`src/rtl/lbw_pkg.sv`:
```
package lbw_pkg;

  // Strobes from the control to the datapath.
  typedef struct packed {
    logic clr;          // standby: wipe history and window
  } lbwStrobe_t;

  // Status from the datapath to the control.
  typedef struct packed {
    logic corrActive;   // delayed correction present
    logic corrUp;       // delayed correction is an up correction
    logic winActive;    // window open for the current delayed sample
    logic fitEvt;       // a pulse just ended and lay wholly in a window
  } lbwStatus_t;

  typedef enum logic [1:0] {
    ST_IDLE  = 2'd0,
    ST_BOOST = 2'd1,
    ST_DONE  = 2'd2
  } lbwState_t;

endpackage

```
`src/rtl/lbw_delay.sv`:
```
module lbw_delay #(
  parameter int DEPTH = 32
) (
  input  logic clk,
  input  logic rstN,
  input  logic clr,
  input  logic din,
  output logic dout
);
  logic [DEPTH-1:0] pipe;

  always_ff @(posedge clk or negedge rstN) begin
    if (!rstN)    pipe <= '0;
    else if (clr) pipe <= '0;
    else          pipe <= {pipe[DEPTH-2:0], din};
  end

  assign dout = pipe[DEPTH-1];
endmodule

```
`src/rtl/lbw_datapath.sv`:
```
module lbw_datapath
  import lbw_pkg::*;
#(
  parameter int HALF_WIN = 31
) (
  input  logic       clk,
  input  logic       rstN,
  input  lbwStrobe_t strobe,
  input  logic       fvIn,
  input  logic       upIn,
  input  logic       dnIn,
  output lbwStatus_t stat
);
  localparam int WIN_LEN = 2 * HALF_WIN;
  localparam int DLY     = HALF_WIN + 1;
  localparam int CW      = $clog2(WIN_LEN + 1);
  localparam logic [CW-1:0] WIN_INIT = CW'(WIN_LEN);

  // lane 0 carries up corrections, lane 1 carries down corrections
  logic [1:0] laneIn;
  logic [1:0] laneOut;
  assign laneIn = {dnIn, upIn};

  for (genvar gi = 0; gi < 2; gi++) begin : g_lane
    lbw_delay #(.DEPTH(DLY)) uDly (
      .clk  (clk),
      .rstN (rstN),
      .clr  (strobe.clr),
      .din  (laneIn[gi]),
      .dout (laneOut[gi])
    );
  end

  // window generator: opened by the raw feedback fall, which lines up
  // with the correction sample HALF_WIN before that edge
  logic          fvPrev;
  logic [CW-1:0] winCnt;
  logic          fvFall;
  assign fvFall = fvPrev & ~fvIn;

  always_ff @(posedge clk or negedge rstN) begin
    if (!rstN) begin
      fvPrev <= 1'b0;
      winCnt <= '0;
    end else if (strobe.clr) begin
      fvPrev <= 1'b0;
      winCnt <= '0;
    end else begin
      fvPrev <= fvIn;
      if (fvFall)              winCnt <= WIN_INIT;
      else if (winCnt != '0)   winCnt <= winCnt - 1'b1;
    end
  end

  // pulse tracker: a pulse fits when every one of its samples saw the window
  logic corrNow;
  logic corrPrev;
  logic fitOk;
  logic winNow;
  assign corrNow = |laneOut;
  assign winNow  = (winCnt != '0);

  always_ff @(posedge clk or negedge rstN) begin
    if (!rstN) begin
      corrPrev <= 1'b0;
      fitOk    <= 1'b0;
    end else if (strobe.clr) begin
      corrPrev <= 1'b0;
      fitOk    <= 1'b0;
    end else begin
      corrPrev <= corrNow;
      if (corrNow && !corrPrev) fitOk <= winNow;
      else if (corrNow)         fitOk <= fitOk & winNow;
    end
  end

  always_comb begin
    stat.corrActive = corrNow;
    stat.corrUp     = laneOut[0];
    stat.winActive  = winNow;
    stat.fitEvt     = ~corrNow & corrPrev & fitOk;
  end
endmodule

```
`src/rtl/lbw_control.sv`:
```
module lbw_control
  import lbw_pkg::*;
(
  input  logic       clk,
  input  logic       rstN,
  input  logic       operate,
  input  lbwStatus_t stat,
  output lbwStrobe_t strobe,
  output logic       boostEn,
  output logic       boostLvl
);
  lbwState_t stQ;
  lbwState_t stD;

  always_comb begin
    stD = stQ;
    if (!operate) begin
      stD = ST_IDLE;
    end else begin
      unique case (stQ)
        ST_IDLE:  stD = ST_BOOST;
        ST_BOOST: if (stat.fitEvt) stD = ST_DONE;
        ST_DONE:  stD = ST_DONE;
        default:  stD = ST_IDLE;
      endcase
    end
  end

  always_ff @(posedge clk or negedge rstN) begin
    if (!rstN) stQ <= ST_IDLE;
    else       stQ <= stD;
  end

  assign strobe.clr = ~operate;
  assign boostEn    = (stQ == ST_BOOST) & stat.corrActive;
  assign boostLvl   = boostEn & stat.corrUp;
endmodule

```
`src/rtl/lock_boost_window.sv`:
```
module lock_boost_window
  import lbw_pkg::*;
#(
  parameter int HALF_WIN = 31
) (
  input  logic clk,
  input  logic rstN,
  input  logic operate,
  input  logic fvIn,
  input  logic upIn,
  input  logic dnIn,
  output logic boostEn,
  output logic boostLvl
);
  lbwStrobe_t ctlStrobe;
  lbwStatus_t dpStat;

  lbw_datapath #(.HALF_WIN(HALF_WIN)) uDp (
    .clk    (clk),
    .rstN   (rstN),
    .strobe (ctlStrobe),
    .fvIn   (fvIn),
    .upIn   (upIn),
    .dnIn   (dnIn),
    .stat   (dpStat)
  );

  lbw_control uCtl (
    .clk      (clk),
    .rstN     (rstN),
    .operate  (operate),
    .stat     (dpStat),
    .strobe   (ctlStrobe),
    .boostEn  (boostEn),
    .boostLvl (boostLvl)
  );
endmodule

```
`config.mk`:
```
export PLATFORM = sky130hd
export DESIGN_NAME = lock_boost_window
export DESIGN_NICKNAME = d
export VERILOG_FILES = /design/src/rtl/lbw_pkg.sv /design/src/rtl/lbw_delay.sv /design/src/rtl/lbw_datapath.sv /design/src/rtl/lbw_control.sv /design/src/rtl/lock_boost_window.sv
export SDC_FILE = /design/constraint.sdc
export NUM_CORES = 1
export LEC_CHECK = 0
export ABC_AREA = 1
export BUFFER_PORTS_ARGS = -buffer_cell sky130_fd_sc_hd__buf_4
export CAP_MARGIN = 0
export CORE_MARGIN = 2
export CORE_UTILIZATION = 40
export CTS_BUF_LIST = sky130_fd_sc_hd__clkbuf_16
export CTS_CLUSTER_SIZE = 30
export DETAILED_ROUTE_END_ITERATION = 7
export GPL_TIMING_DRIVEN = 0
export PLACE_DENSITY = 0.63
export SLEW_MARGIN = 10
export SYNTH_ARGS = -nofsm -noshare
export SYNTH_HDL_FRONTEND = slang
export SYNTH_SLANG_ARGS = --single-unit
```
`constraint.sdc`:
```
create_clock -name clk -period 1.43 [get_ports clk]
set_input_delay 0.2145 -clock clk [delete_from_list [all_inputs] [get_ports clk]]
set_output_delay 0.2145 -clock clk [all_outputs]
set_load 0.05 [all_outputs]
```
# Word level (Yosys, flattened, before mapping)

Cells that the tools add are included.

Flip-flop bits (word level): 75
Input bits: 6
Output and inout port bits: 2
Logic and storage cells: 39

Add/subtract/negate cells: 1
Eq/ne operators: 5
Multiplexer cells: 13
Bitwise operators: 8
Reduce and logical (&&, ||, !) cells: 5

Operator list:

| kind                                                                | number |
|---|---|
| 32-bit 2-to-1 mux                                                   | 2 |
| 6-bit 2-to-1 mux                                                    | 3 |
| 1-bit AND                                                           | 6 |
| 3-bit by 1-bit != test with 1-bit output (second input constant)    | 2 |
| 2-bit case mux with 3 select lines                                  | 1 |
| 6-bit nonzero test                                                  | 1 |
| 6-bit by 1-bit subtractor with 6-bit output (second input constant) | 1 |
| 1-bit 2-to-1 mux                                                    | 5 |
| 2-bit 2-to-1 mux                                                    | 2 |
| 3-bit != test (second input constant)                               | 1 |
| 2-bit by 1-bit == test with 1-bit output (second input constant)    | 1 |
| 2-bit == test (second input constant)                               | 1 |
| 2-bit logical NOT                                                   | 1 |
| 1-bit NOT                                                           | 2 |
| 2-bit OR reduction                                                  | 1 |
| 1-bit logical AND                                                   | 1 |
| 1-bit logical NOT                                                   | 1 |

# Depth between registers and ports, before layout

Gate-level depths: netlist (run 1).

Word-level depth: 7
Depth in mapped cells: 7
Depth with buffers taken out: 7

# By module

A second synthesis (run 1) with hierarchy kept.

Cell total of the unflattened synthesis: 287
Area, all modules: 2819.0 µm²

By module, submodules not included:

| module       | times used | cells each | area each (µm²) | sequential area each (µm²) |
|---|---|---|---|---|
| lbw_delay    | 2          | 99         | 1074.8          | 800.8 |
| lbw_datapath | 1          | 66         | 516.7           | 225.2 |
| lbw_control  | 1          | 23         | 152.6           | 50.0 |

# Least setup slack after synthesis (run 1)

Ideal clock, no wire load.

Path kind: flip-flop to output port
From: register uCtl.stQ[1]
To: output port boostLvl
Data arrival time: 1.782 ns
Data required time: 1.216 ns
Setup slack: -0.566 ns
Stages on the path, launching flop included: 5
Buffers on the path: 0
Cells stage by stage: dfrtp_1 inv_1 ha_1 inv_1 nor3b_1

Cells in the longest elaborated chain, start to end: 3

Ends and longest elaborated chain:

| element                                  | RTL line                | text |
|---|---|---|
| start: declaration                       | lbw_control.sv:12       | `lbwState_t stQ;` |
| start signal: assignment                 | lbw_control.sv:31       | `else stQ <= stD;` |
| 2-bit by 1-bit == test with 1-bit output | lbw_control.sv:35       | `assign boostEn = (stQ == ST_BOOST) & stat.corrActive;` |
| 1-bit AND                                | lbw_control.sv:35       |  |
| 1-bit AND                                | lbw_control.sv:36       | `assign boostLvl = boostEn & stat.corrUp;` |
| end: declaration                         | lock_boost_window.sv:13 | `output logic boostLvl` |

Every way passes these cells.

# Final worst setup path (run 1)

Same ends and word-level chain as after synthesis.

==> impl_metrics.ini, run 1 <==
[placed_design]
dp_hpwl_um = 2161
port_buffers = 6
gp_congestion = 0.7408
place_area_mm2 = 0.002905

[synth]
netlist_instances = 281
syn-num-nets = 291
synth.distinct_cells = 17
syn_area_per_cell_um2 = 9.805
synth_warnings = 0
syn-cell-area_mm2 = 0.002755
ys_ff_latch = 75
ys_seq_area_share_pct = 68.12

[sta]
timing.final.ws_setup_ps = -70.45
slew_violations = 0
worst_pin_slew_ps = 893.3
fin_crit_sh_pct = 104.9
layout_min_cycle_time_ps = 1500
clock_skew_ps = 2.032
setup_violations = 2
fmax_mhz = 666.5
hold_viol = 2
hold-worst-slack_ps = -0.04752
rsz0062_at_grt = yes
slew_headroom_pct = 40.45

[cells_and_area]
syn2layout_area_growth_pct = 16.98
nets = 310
diodes = 0
final_layout_size_suffix_gt1_share_pct = 13.49
final_design_area_no_fill_mm2 = 0.003223
post-route-util_pct = 47.97

[power]
p_per_area_mw_per_mm2 = 1576
leakagePower_nw = 2.131
ir_drop_mv = 0.5995

[detailed_routing]
wl_per_cell_um = 9.508
wl_um = 3651
dr.first_iter.drc_count = 116
num_vias = 1594
drc_errors = 0
vias_per_cell = 4.151
first_pass_iters = 3
antenna_left = 0

[min_path]
hold_class = in -> async

[setup_path]
endpoint_kind = output port
r2r_cells = 7
r2r_end = uDp.winCnt[2]$_DFFE_PN0P_
ff2ff_setup_slack_ps = 160
cp_max_fo = 2
cp-start-kind = flop
r2r_start = uDp.winCnt[0]$_DFFE_PN0P_
cp_data_required_time_ps = 1220
crit_type = reg -> out
worstPathArrival_ps = 1290

[floorplanning]
dieArea_mm2 = 0.007568
num_io_pins = 8
initial_utilization_pct = 41.01
core-area_mm2 = 0.006719
rows = 30
die_height_um = 87.00
die_w_um = 87.00

[clock_network]
cts_tree = done
clock_latency_ps = 320
clockBufferDepth = 2
cts_buffers = 9
holdBufCountCts = 0
cts_sinks = 75
htree_levels = 3
clk_pin_slew_worst_paths_ps = 60
clockRootBuffer = clkbuf_16

[status]
status = finished, violations left
failed_checks = hold timing, setup timing

[grt]
grt_pass1_wl_um = 6472
grt_pass1_vias = 1511
gr-total-overflow = 0
antenna_found_initial = 0
track_usage_pct = 11.36
grt_max_degree = 76

[run]
drv_cap = 0
-- metal layers --
layer  vias up  global-route usage (%)  wire length (µm)
met5         -                       0                 0
met2        16                   17.35              1591
met4         0                   8.097               102
met3        10                   3.412                96
li1        828                       -                 -
met1       740                   13.65              1861
-- registers in the layout, indices dropped and copies added (netlist names) --
| signal | cells |
|---|---|
| uDp.g_lane.uDly.pipe | 64 |
| uDp.winCnt | 6 |
| uCtl.stQ | 2 |
| uDp.corrPrev | 1 |
| uDp.fitOk | 1 |
| uDp.fvPrev | 1 |
-- cells in the final DEF, fill, tap and decap left out, drive strengths merged --
| cell | n |
|---|---|
| a21oi | 3 |
| buf | 16 |
| bufinv | 1 |
| clkbuf | 9 |
| clkinv | 5 |
| dfrtp | 75 |
| ha | 4 |
| inv | 79 |
| nand2 | 79 |
| nand3 | 10 |
| nand4 | 1 |
| nor2 | 17 |
| nor3b | 1 |
| o21ai | 4 |
-- worst max-delay path by stage --
stage,depth (start not counted),from,end,slack (ps)
after floorplan,4,uCtl.stQ[1]$_DFFE_PN0P_,boostLvl,-80
after global placement,7,uDp.winCnt[0]$_DFFE_PN0P_,uDp.winCnt[2]$_DFFE_PN0P_,190
after detailed placement,7,uDp.winCnt[0]$_DFFE_PN0P_,uDp.winCnt[2]$_DFFE_PN0P_,170
after CTS,5,uCtl.stQ[1]$_DFFE_PN0P_,boostLvl,-90
after global routing,5,uCtl.stQ[1]$_DFFE_PN0P_,boostLvl,-150
final,5,uCtl.stQ[1]$_DFFE_PN0P_,boostLvl,-70
-- timing repair --
item | CTS | global route
resized for setup | 5 | 1
pin swaps | 1 | 0
buffers inserted | 2 | 0
endpoints found under the setup margin | 2 | 2
-- synth_stat cells (all sizes together) --
cell | count | area (µm²)
nand3 | 10 | 55.05
dfrtp | 75 | 1877
nand4 | 1 | 6.260
nor2 | 17 | 83.83
buf | 8 | 45.04
o21ai | 4 | 20.02
inv | 79 | 296.5
nand2 | 79 | 299.0
ha | 4 | 50.05
nor3b | 1 | 7.510
a21oi | 3 | 15.01
-- power by group --
part | switching [W] | internal [W]
Sequential | 0.0000886 | 0.00223
Combinational | 0.000397 | 0.000258
Clock | 0.000779 | 0.00133
-- cell families (layout without fill, tap and decap cells) --
logic type / Yosys count / count (layout) / share of synthesized area, %
compound gates: 7 / 7 / 1.271
fa+ha+maj: 4 / 4 / 1.817
simple gates: 108 / 108 / 16.39
flops: 75 / 75 / 68.12
buf+inv: 87 / 110 / 12.40
-- critical path, stage by stage, from the launching register on --
cell	delay, ps
dfrtp_1	380
inv_2	80
ha_4	130
inv_2	30
nor3b_2	170
buf_6	180
-- metrics by stage --
stage               TNS, ps  total power [W]  std cells  setup WS (ps)
floorplan            -154.9         0.002807        281         -83.85
global placement          0         0.002936        367          185.3
detailed placement        0         0.002956        367          172.7
CTS                  -131.5         0.005167        384         -85.91
global route         -246.8         0.005348        384         -145.7
finish               -93.38         0.005079        384         -70.45
-- cell type report --
class | instances | area [µm²]
Fill cell | 642 | 3496
Timing Repair Buffer | 8 | 67.56
Multi-Input combinational cell | 119 | 554.3
Clock inverter | 6 | 57.56
Inverter | 79 | 296.5
Sequential cell | 75 | 1877
Tap cell | 80 | 100.1
Buffer | 8 | 45.04
Clock buffer | 9 | 225.2
(Power assumes the default switching activity.)
==> inputs of run 2 (changes only) <==
--- a/config.mk
+++ b/config.mk
@@ -15,6 +15,7 @@
 export DETAILED_ROUTE_END_ITERATION = 7
 export GPL_TIMING_DRIVEN = 0
 export PLACE_DENSITY = 0.63
+export SKIP_CTS_REPAIR_TIMING = 1
 export SLEW_MARGIN = 10
 export SYNTH_ARGS = -nofsm -noshare
 export SYNTH_HDL_FRONTEND = slang
==> run 2 against run 1 <==
Against the previous run:
- the run ends with setup timing left
- clock skew is 0.81 ps higher
- worst hold slack improved by 16 ps
- fmax is 0.78% lower
- register-to-register slack about the same
- critical path depth is the same
- clock power barely moved
- sequential share of layout area up 0.14 points
- sequential power hardly changed
- die area unchanged
- critical endpoint unchanged
- largest cell class unchanged
==> impl_metrics.ini, run 2 (synthesized netlist as in run 1, its figures left out) <==
[clock_network]
clockBufferDepth = 2
cts_sinks = 75
clock_latency_ps = 320
cts_buffers = 9
clockRootBuffer = clkbuf_16
clk_pin_slew_worst_paths_ps = 60
htree_levels = 3
cts_tree = done

[placed_design]
placed_cells = 367
place_area_mm2 = 0.002905
pre_cts_slack_ps = 172.7
dp_hpwl_um = 2161
gp_congestion = 0.7408
port_buffers = 6

[sta]
fmax_mhz = 661.3
worst_pin_slew_ps = 899.0
hold-worst-slack_ps = 15.65
slew_headroom_pct = 40.07
timing.final.ws_setup_ps = -82.23
hold_viol = 0
setup_violations = 2
layout_min_cycle_time_ps = 1512
slew_violations = 0
clock_skew_ps = 2.846
rsz0062_at_grt = yes
fin_crit_sh_pct = 105.8

[setup_path]
worstPathArrival_ps = 1300
cp_data_required_time_ps = 1220
r2r_start = uDp.winCnt[0]$_DFFE_PN0P_
ff2ff_setup_slack_ps = 170
crit_type = reg -> out
cp-start-kind = flop
cp-startpoint = uCtl.stQ[1]$_DFFE_PN0P_
setup.worst_path.end = boostLvl
endpoint_kind = output port
r2r_cells = 7
r2r_end = uDp.winCnt[2]$_DFFE_PN0P_
cp_max_fo = 2

[grt]
grt_pass1_wl_um = 6375
track_usage_pct = 11.16
gr-total-overflow = 0
grt_pass1_vias = 1492
antenna_found_initial = 0
grt_max_degree = 76

[cells_and_area]
fin_cells = 383
largest_reg_flops = 64
final_layout_size_suffix_gt1_share_pct = 13.20
multi_input_area_um2 = 554.3
final_common_cell = nand2_1
final_cell_mix = nand2_1, inv_1, dfrtp_1
nets = 309
syn2layout_area_growth_pct = 16.71
diodes = 0
ff_latch_area_mm2 = 0.001877
nFillCells = 642
regMostFlops = uDp.g_lane.uDly.pipe
post-route-util_pct = 47.86
top_regs = uDp.g_lane.uDly.pipe x64, uDp.winCnt x6, uCtl.stQ x2
final_design_area_no_fill_mm2 = 0.003216

[floorplanning]
core-area_mm2 = 0.006719
die_w_um = 87.00
rows = 30
dieArea_mm2 = 0.007568
num_io_pins = 8
initial_utilization_pct = 41.01
die_height_um = 87.00

[status]
failed_checks = setup timing
status = finished, violations left

[power]
pwr-share-clk_pct = 41.5
pwr-share-comb_pct = 12.6
leakagePower_nw = 2.127
p_sw_w = 0.001261
p_int_w = 0.003800
p_per_area_mw_per_mm2 = 1574
p_sw_share_pct = 24.91
ir_drop_mv = 0.5997
seqPwrFrac_pct = 45.8

[detailed_routing]
wl_per_cell_um = 9.452
vias_per_cell = 4.133
num_vias = 1583
drc_errors = 0
dr.first_iter.drc_count = 113
first_pass_iters = 4
antenna_left = 0
wl_um = 3620

[min_path]
hold_class = in -> async

[run]
drv_cap = 0
[run 2: through the flow]
step / TNS, ps / total power, W
after floorplan: -154.9 / 0.002807
after global placement: 0 / 0.002936
after detailed placement: 0 / 0.002956
after CTS: -288.7 / 0.005107
after global routing: -253.7 / 0.005324
final: -120.5 / 0.005061
[run 2: area by class of cell]
type,count,share of cell area [%]
clock inverter,6,1.790
timing repair buffer,7,1.868
buffer,8,1.401
sequential,75,58.37
multi-input combinational,119,17.24
clock buffer,9,7.004
tap,80,3.113
inverter,79,9.222
[run 2: worst max-delay path: stages, from the launching register on]
cell and delay (ps):
dfrtp_1 380, inv_2 90, ha_4 130, inv_2 40, nor3b_2 160, buf_6 180
[run 2: power groups by stage]
stage                     clock [W]  combinational, W  sequential [W]
final                       0.00210          0.000638         0.00232
after global routing        0.00225          0.000745         0.00233
after CTS                   0.00218          0.000613         0.00231
after detailed placement          0          0.000609         0.00235
after global placement            0          0.000592         0.00234
after floorplan                   0          0.000478         0.00233
[run 2: routing by layer]
layer  global-route usage (%)  wire [µm]
met5                        0          0
met4                    8.097        102
met3                    3.412         96
met2                    16.72       1586
met1                    13.59       1835
[run 2: worst min-delay path by stage]
stage | cells past startpoint | to | startpoint | slack [ps]
5_1_grt | 3 | uDp.g_lane[1].uDly.pipe[0]$_DFF_PN0_ | dnIn | 90
3_5_place_dp | 1 | uDp.g_lane[0].uDly.pipe[23]$_DFF_PN0_ | rstN | 410
4_1_cts | 1 | uDp.g_lane[0].uDly.pipe[23]$_DFF_PN0_ | rstN | 60
6_report | 1 | uDp.g_lane[0].uDly.pipe[22]$_DFF_PN0_ | rstN | 20
3_3_place_gp | 1 | uDp.g_lane[0].uDly.pipe[24]$_DFF_PN0_ | rstN | 400
2_1_floorplan | 0 | uCtl.stQ[0]$_DFFE_PN0P_ | rstN | -80
==> inputs of run 3 (changes only) <==
--- a/config.mk
+++ b/config.mk
@@ -14,7 +14,7 @@
 export CTS_CLUSTER_SIZE = 30
 export DETAILED_ROUTE_END_ITERATION = 7
 export GPL_TIMING_DRIVEN = 0
-export PLACE_DENSITY = 0.63
+export PLACE_DENSITY = 0.6
 export SKIP_CTS_REPAIR_TIMING = 1
 export SLEW_MARGIN = 10
 export SYNTH_ARGS = -nofsm -noshare
==> run 3 against run 2 <==
Against the previous run:
- the flow still finishes with violations (setup timing)
- non-clock buffer count grew 1
- sequential share of layout area shrank 1.0 points
- fmax grew 0.47%
- via count grew 3.3%
- routed wire length grew 6.0%
- clock skew grew 3.0 ps
- final area grew 1.8%
- sequential cell count is the same
- utilization grew 0.86 points
- register-to-register slack gained 50 ps
- combinational power grew 5.3%
- highest routed layer unchanged
==> impl_metrics.ini, run 3 (synthesized netlist as in run 1, its figures left out) <==
[cells_and_area]
diodes = 0
largest_reg_flops = 64
final_design_area_no_fill_mm2 = 0.003273
final_layout_size_suffix_gt1_share_pct = 13.77
regMostFlops = uDp.g_lane.uDly.pipe
final_common_cell = nand2_1
syn2layout_area_growth_pct = 18.80
top_regs = uDp.g_lane.uDly.pipe x64, uDp.winCnt x6, uCtl.stQ x2
nFillCells = 623
final_cell_mix = nand2_1, inv_1, dfrtp_1
nets = 310

[power]
p_per_area_mw_per_mm2 = 1667
p_int_w = 0.004175
seqPwrFrac_pct = 42.6
ir_drop_mv = 0.7494
p_sw_w = 0.001281
leakagePower_nw = 2.156
pwr-share-comb_pct = 12.3
pwr-share-clk_pct = 45.1
p_sw_share_pct = 23.48

[clock_network]
cts_tree = done
cts_sinks = 75
htree_levels = 3
cts_buffers = 9
clk_pin_slew_worst_paths_ps = 60
clock_latency_ps = 320
clockBufferDepth = 2
clockRootBuffer = clkbuf_16

[sta]
hold-worst-slack_ps = 10.22
fin_crit_sh_pct = 105.3
worst_pin_slew_ps = 890.0
clock_skew_ps = 5.836
slew_headroom_pct = 40.66
layout_min_cycle_time_ps = 1505
fmax_mhz = 664.4
rsz0062_at_grt = yes
hold_viol = 0
setup_violations = 2
slew_violations = 0
timing.final.ws_setup_ps = -75.20

[setup_path]
crit_slowest_cell = dfrtp_1
cpMostUsedCell = inv_2
cp_data_required_time_ps = 1220
endpoint_kind = output port
slowest_delay_ps = 390
cp_max_fo = 2
worstPathArrival_ps = 1290
crit_type = reg -> out
cp-start-kind = flop
worstPathCellList = inv_2 > ha_4 > inv_2 > nor3b_2 > buf_6

[detailed_routing]
wl_met1_um = 1809
vias_per_cell = 4.247
antenna_left = 0
wl_met2_um = 1814
dr.first_iter.drc_count = 99
wl_per_cell_um = 9.966
wl_met3_um = 110
num_vias = 1635
top_layer = met4
wl_um = 3837
first_pass_iters = 4
drc_errors = 0

[floorplanning]
core-area_mm2 = 0.006719
die_height_um = 87.00
rows = 30
dieArea_mm2 = 0.007568
initial_utilization_pct = 41.01
num_io_pins = 8
die_w_um = 87.00

[grt]
grt_pass1_wl_um = 7065
grt_max_degree = 76
track_usage_pct = 12.27
antenna_found_initial = 0
grt_pass1_vias = 1637
gr-total-overflow = 0

[placed_design]
gp_congestion = 0.7642
place_area_mm2 = 0.002905
dp_hpwl_um = 2302
port_buffers = 6

[status]
status = finished, violations left
failed_checks = setup timing

[run]
drv_cap = 0

[min_path]
hold_class = in -> async
-- run 3: cell types whose count changed in the layout (fill, tap and decap cells not counted) --
cell,before,now
clkinv_4,1,0
clkinv_2,3,2
inv_2,3,4
bufinv_16,1,3
buf_4,7,8
-- run 3: cell type report --
| type | count | area, µm² | share of cell area (%) |
|---|---|---|---|
| buffer | 8 | 45.04 | 1.376 |
| tap | 80 | 100.1 | 3.058 |
| timing repair buffer | 8 | 67.56 | 2.064 |
| clock inverter | 7 | 107.6 | 3.287 |
| clock buffer | 9 | 225.2 | 6.881 |
| inverter | 79 | 296.5 | 9.060 |
| sequential | 75 | 1877 | 57.34 |
| multi-input combinational | 119 | 554.3 | 16.93 |
-- run 3: path summary, 6_finish.rpt --
| kind | endpoint | cells past startpoint | slack, ps | start |
|---|---|---|---|---|
| max in group asynchronous | uDp.g_lane[1].uDly.pipe[20]$_DFF_PN0_ | 1 | 830 | rstN |
| min in group clk | uDp.g_lane[0].uDly.pipe[0]$_DFF_PN0_ | 3 | 80 | upIn |
| max reg2reg | uDp.winCnt[2]$_DFFE_PN0P_ | 7 | 220 | uDp.winCnt[0]$_DFFE_PN0P_ |
| min | uDp.winCnt[2]$_DFFE_PN0P_ | 1 | 10 | rstN |
| max | boostLvl | 5 | -80 | uCtl.stQ[1]$_DFFE_PN0P_ |
| min reg2reg | uDp.g_lane[1].uDly.pipe[9]$_DFF_PN0_ | 2 | 430 | uDp.g_lane[1].uDly.pipe[8]$_DFF_PN0_ |
-- run 3: worst max-delay path, delay by kind of cell, from the launching register on --
family,cells,cell delay [ps]
adders and majority gates,1,130
buffers and inverters,3,300
DFF,1,390
and+or+nand+nor,1,160
-- run 3: layer usage --
metal  up-vias  GRT usage [%]
li1        831              -
met1       779          14.90
met2        18          19.29
met3         7          3.697
met4         0          7.244
met5         -              0
-- run 3: power by group through the flow --
stage	Sequential (W)	Clock (W)	Combinational [W]
final	0.00232	0.00246	0.000672
after global routing	0.00233	0.00261	0.000802
after CTS	0.00231	0.00252	0.000623
after detailed placement	0.00235	0	0.000620
after global placement	0.00234	0	0.000594
after floorplan	0.00233	0	0.000478
-- run 3: metrics by stage --
stage               power, W  setup TNS, ps  setup slack [ps]  util, %  std cells
floorplan           0.002807         -154.9            -83.85        -        281
global placement    0.002938              0             172.1    43.24        367
detailed placement  0.002968              0             146.7    43.24        367
CTS                 0.005459         -276.0            -176.1    48.19        383
global route        0.005751         -252.9            -134.5    48.72        385
finish              0.005456         -101.0            -75.20    48.72        385
